<file path="src/rtl/clkrun_agent.sv">
module clkrun_agent #(
  parameter int HOLD_CYCLES = 2,
  parameter int SYNC_STAGES = 2
) (
  input  logic clk,
  input  logic rst_n,
  input  logic line_in,
  input  logic act_req,
  input  logic feat_dis,
  output logic pull_oe
);
  localparam int CW = (HOLD_CYCLES > 1) ? $clog2(HOLD_CYCLES) : 1;
  localparam logic [CW-1:0] LAST = CW'(HOLD_CYCLES - 1);

  typedef enum logic [1:0] {IDLE_MONITOR, HOLD_CLOCK, RESTORE_REQ, DISABLED_CLAIM} st_t;

  st_t st, st_nx;
  logic [SYNC_STAGES-1:0] sync_q;
  logic [CW-1:0] cnt_q, cnt_nx;
  logic line_hi;

  always_ff @(posedge clk or negedge rst_n)
    if (!rst_n) sync_q <= '0;
    else        sync_q <= {sync_q[SYNC_STAGES-2:0], line_in};

  assign line_hi = sync_q[SYNC_STAGES-1];

  always_comb begin
    st_nx  = st;
    cnt_nx = cnt_q;
    if (feat_dis) st_nx = DISABLED_CLAIM;
    else
      case (st)
        IDLE_MONITOR:
          if (line_hi) begin
            if (act_req) begin st_nx = HOLD_CLOCK; cnt_nx = LAST; end
            else st_nx = RESTORE_REQ;
          end
        HOLD_CLOCK:
          if (cnt_q == '0) st_nx = IDLE_MONITOR;
          else cnt_nx = cnt_q - CW'(1);
        RESTORE_REQ:
          if (!line_hi) begin
            if (act_req) begin st_nx = HOLD_CLOCK; cnt_nx = LAST; end
            else st_nx = IDLE_MONITOR;
          end
        DISABLED_CLAIM: st_nx = IDLE_MONITOR;
        default: st_nx = IDLE_MONITOR;
      endcase
  end

  always_ff @(posedge clk or negedge rst_n)
    if (!rst_n) begin
      st    <= IDLE_MONITOR;
      cnt_q <= '0;
    end else begin
      st    <= st_nx;
      cnt_q <= cnt_nx;
    end

  // restore request is combinational in act_req: works with the clock stopped
  assign pull_oe = (st == HOLD_CLOCK) || (st == DISABLED_CLAIM) ||
                   ((st == RESTORE_REQ) && act_req);

  p_veto_r2: assert property (@(posedge clk) disable iff (!rst_n)
    (st == IDLE_MONITOR && line_hi && act_req && !feat_dis) |=> pull_oe);

  p_hold_start_r3: assert property (@(posedge clk) disable iff (!rst_n)
    ($rose(pull_oe) && st == HOLD_CLOCK) |=> pull_oe);

  p_hold_end_r3: assert property (@(posedge clk) disable iff (!rst_n)
    (st == HOLD_CLOCK && cnt_q == '0 && !feat_dis) |=> !pull_oe);

  p_restore_keep_r4: assert property (@(posedge clk) disable iff (!rst_n)
    (st == RESTORE_REQ && act_req && line_hi && !feat_dis) |=> pull_oe);

  p_dis_claim_r5: assert property (@(posedge clk) disable iff (!rst_n)
    feat_dis |=> pull_oe);

  p_quiet_low_line_r6: assert property (@(posedge clk) disable iff (!rst_n)
    (st == IDLE_MONITOR && !line_hi && !feat_dis) |=> !pull_oe);
endmodule

</file>
<file path="config.mk">
export PLATFORM = sky130hd
export DESIGN_NAME = clkrun_agent
export DESIGN_NICKNAME = d
export VERILOG_FILES = /design/src/rtl/clkrun_agent.sv
export SDC_FILE = /design/constraint.sdc
export NUM_CORES = 1
export LEC_CHECK = 0
export BUFFER_PORTS_ARGS = -buffer_cell sky130_fd_sc_hd__buf_4
export CAP_MARGIN = 15
export CORE_AREA = 2 2 39 41
export CTS_CLUSTER_SIZE = 30
export DETAILED_ROUTE_END_ITERATION = 10
export DIE_AREA = 0 0 41 43
export GPL_TIMING_DRIVEN = 0
export PLACE_DENSITY = 0.3
export SETUP_SLACK_MARGIN = 0.5
export SYNTH_ARGS = -nofsm -noshare
export SYNTH_HDL_FRONTEND = slang
export SYNTH_SLANG_ARGS = --single-unit
</file>
<file path="constraint.sdc">
create_clock -name clk -period 2.15 [get_ports clk]
set_input_delay 0 -clock clk [delete_from_list [all_inputs] [get_ports clk]]
set_output_delay 0 -clock clk [all_outputs]
set_load 0.01 [all_outputs]
</file>
# [After elaboration in Yosys (flattened, before gate mapping)]
# Index checks and enable logic that the tools add are counted.
[word_totals] register_bits=5 out_inout_bits=1 elab_cells=32
[classes] addsub=1 bitwise=1 n_eq_ne=8 n_reduce_logical=7 mux=12
[op_table] operator="2-bit 2-to-1 mux" n=5
[op_table] operator="3-bit inequality test (second input constant)" n=3
[op_table] operator="2-bit one-hot mux with 4 select lines" n=1
[op_table] operator="1-bit 2-to-1 mux" n=5
[op_table] operator="2-bit == test (second input constant)" n=2
[op_table] operator="2-bit inequality test (second input constant)" n=2
[op_table] operator="4-bit AND reduction" n=1
[op_table] operator="1-bit one-hot mux with 3 select lines" n=1
[op_table] operator="3-bit AND reduction" n=1
[op_table] operator="3-bit nonzero test" n=1
[op_table] operator="2-bit by 1-bit == test with 1-bit output (second input constant)" n=1
[op_table] operator="2-bit zero test" n=1
[op_table] operator="1-bit logical OR" n=2
[op_table] operator="1-bit logical AND" n=1
[op_table] operator="1-bit NOT" n=1
[op_table] operator="1-bit subtractor (second input constant)" n=1

# [Logic depth before layout (Yosys ltp)]
[depth] ltp_word=4 depth_mapped=3 mapped_depth_nobuf=3

# [Least setup slack after synthesis]
# OpenSTA, ideal clock, no wires.
[synth_path] path_type="reg-to-reg" startpoint="register st[1]" endpoint="register cnt_q" arrival_time_ps=768 setup_slack_ps=1287 path_buffers=0 path_stages_with_launch=4 cell_sequence="dfrtp_1 > xor2_1 > nand2_1 > o31ai_1"
[synth_via] elab_chain_cells=3
[synth_rtl] item="start: declaration" line_no="17" source="st_t st, st_nx;"
[synth_rtl] item="start signal: assignment" line_no="57" source="st <= st_nx;"
[synth_rtl] item="2-bit == test, or another cell as far along" line_no="33" source="case (st)"
[synth_rtl] item="2-bit inequality test (no line) or 3-bit nonzero test (tied branches)"
[synth_rtl] item="4-bit AND reduction (no line)"
[synth_rtl] item="end signal: assignment" line_no="58" source="cnt_q <= cnt_nx;"
[synth_rtl] item="end: declaration" line_no="19" source="logic [CW-1:0] cnt_q, cnt_nx;"
# Several ways; a longest one is shown, not always the timed one.
# A chain may end at the register's enable or synchronous reset.

# [Worst setup path after layout]
# Ends and elaborated chain as after synthesis.

==> impl_results.md <==
- Worst Setup Slack, final: 1.207 ns
- Clk pin slew, worst setup/hold paths: 0.05 ns
- Kind of critical path: register to register
- CP bufs+invs: 0
- Vias in the first global route: 139
- P per Cell Area: roughly 830 nW/um^2
- Area Growth Syn to Fin: 59.48%
- Post-layout min period: 0.9435 ns
- CTS Sinks: 5
- Port bufs: 5
- Starting Density: 13.83%
- Final Hold Fails: 0
- FILL cells: ~150
- Largest net degree at the start of global routing: 6
- Top-area cell type share of the netlist area: 65.36%
- Antenna violations before repair: 0
- Worst Hold Launch: act_req
- DRC violations left: 0
- Sequential share of the synthesized area: 65.36%
- Routed len/inst: 8.400 um
- CTS tree: yes
- DP Worst Slack: 1.215 ns
- Post-synthesis cell count: 17
- Syn Area/Cell: 11.26 um^2
- YS warnings: 0
- Cells on worst reg2reg path: 3
- Ant diodes: 0
- CP delay by family, top: flip-flops
- Top post-synthesis cells by area: dfrtp_1, nand2_1, o31ai_1, a31o_2, xor2_1
- Worst Hold Path Cells: 3
- Clk_skew: 0.004308 ns
- Max rail drop VDD: 0.0002588 V
- Final setup vio count: 0
- CP Max Fanout: 4
- LEAKAGE: 0.1434 nW
- Remaining global-route overflow: 0
- Setup TNS: 0 ns
- Chip width: roughly 41 um
- Clock root cell: clkbuf_4
- GRT Util Overall: 5.444%
- Crit-path cells: xor2_1 -> nand2_1 -> o31ai_1
- Critical Path AT: ~1.1 ns
- Synth area leader: dfrtp_1
- Clk_lat worst skew: 0.24 ns
- Routed via count: between 150 and 200
- Tot Pwr: 0.2522 mW
- Total core area: roughly 1400 um^2
- Die Ht: approximately 43 um
- TritonCTS buffer count: 3
- Yosys reg bits: 5
- Critical-path top delay cell: dfrtp_1
- Fin. max-slew vios: 0
- Crit path largest cell delay: ~0.4 ns
- End of the worst hold path: cnt_q$_DFFE_PN0P_
- Routability congestion estimate: 0.5858
- Worst R2R End: cnt_q$_DFFE_PN0P_
- Commonest cells after routing, fill and taps aside: dfrtp_1, buf_4, nand2_1
- NumNets Final: 35
- Status: finished, final reports clean
- CP required: 2.30 ns
- Count of cell types in the netlist: 8
- Worst setup EP type: register
- Post-synthesis cell area: 191.4 um^2
- Worst-margin pin slew: 0.1924 ns
- Max H-tree Level: 1
- Final ANT Viol Nets: 0
- Slew headroom: 87.06%
- First-pass GRT wire length: roughly 550 um
- Achievable Freq: 1060 MHz
- Vias per inst: 3.444
- Crit share post-route: 43.88%
- Worst R2R Start: st[1]$_DFFE_PN0P_
- Final WL: 378 um
- Worst reg2reg setup slack: 1.21 ns
- Crit start category: register
- RSZ-0062 raised after global routing: false
- Layout cells sized above 1: 31.03%
- Iteration-0 DRC Markers: 3
- Final Core Density: 22.06%
- DR pass1 iterations: 4
- Clk buf depth: 2
- I/O pins: 6
- Placement row count: 14
- Area of the die: 1763 um^2
- Worst hold-check path type: primary input to register
- Synth Net Count: 22
- Max-cap violations: 0
## repair_timing
action / in CTS / in global routing
endpoints found under the hold margin: 9 / 0
buffers inserted: 0 / 0
hold buffers: 3 / 0
resized for setup: 0 / 0
## how the worst max path moves through the flow
stage | startpoint | depth (start not counted) | slack, ns | end
after global placement | st[1]$_DFFE_PN0P_ | 3 | 1.19 | cnt_q$_DFFE_PN0P_
after global routing | st[1]$_DFFE_PN0P_ | 3 | 1.13 | cnt_q$_DFFE_PN0P_
final | st[1]$_DFFE_PN0P_ | 3 | 1.21 | cnt_q$_DFFE_PN0P_
after floorplan | st[1]$_DFFE_PN0P_ | 3 | 1.29 | cnt_q$_DFFE_PN0P_
after detailed placement | st[1]$_DFFE_PN0P_ | 3 | 1.21 | cnt_q$_DFFE_PN0P_
after CTS | st[1]$_DFFE_PN0P_ | 3 | 1.19 | cnt_q$_DFFE_PN0P_
## report_power, final
part / total [mW] / switching, mW / internal (mW)
Combinational: 0.0323 / 0.0140 / 0.0183
Sequential: 0.111 / 0.00678 / 0.104
Clock: 0.109 / 0.0385 / 0.0702
Total: 0.252 / 0.0593 / 0.193
## synth_stat cells
master and count:
o21ai_0 1, dfrtp_1 5, inv_1 2, o31ai_1 2, nand2_1 4, a31o_2 1
xor2_1 1, a31oi_1 1
## metrics by stage
step                      area [um^2]  cells  hold slack [ns]
final                           305.3     45          0.04707
after global routing            305.3     45          0.05354
after CTS                       305.3     45          0.04164
after detailed placement        249.0     38          -0.1926
after global placement          249.0     38          -0.1964
after floorplan                 191.4     17          -0.2956
## layer usage
layer | global-route usage, % | routed length, um | vias to the layer above
met1 | 6.189 | 183 | 62
met3 | 7.853 | 57 | 0
li1 | - | - | 83
met4 | 2.000 | 0 | 0
met5 | 0 | 0 | -
met2 | 5.313 | 137 | 10
## state kept, by name, summed over array words and instances, names as in the netlist
name,count
cnt_q,1
sync_q,2
st,2
## worst min-delay path, stage by stage
cell,delay (ns)
buf_4,0.12
nand2_1,0.07
o31ai_1,0.06
## kinds of logic (layout without fill, tap and decap cells)
| kind of cell | after synthesis | after routing | share of synthesized area, % |
|---|---|---|---|
| AND/OR/NAND/NOR | 4 | 4 | 7.841 |
| XOR/XNOR | 1 | 1 | 4.576 |
| buffers and inverters | 2 | 14 | 3.923 |
| AO/OA/AOI/OAI | 5 | 5 | 18.30 |
| flip-flops | 5 | 5 | 65.36 |
## cell type report
cell class	instances	area, um^2	area share, %
tap	16	20.02	6.557
sequential	5	125.1	40.98
multi-input combinational	10	58.81	19.26
clock buffer	4	26.28	8.607
inverter	2	7.507	2.459
timing repair buffer	8	67.56	22.13
(Power assumes the default switching activity.)
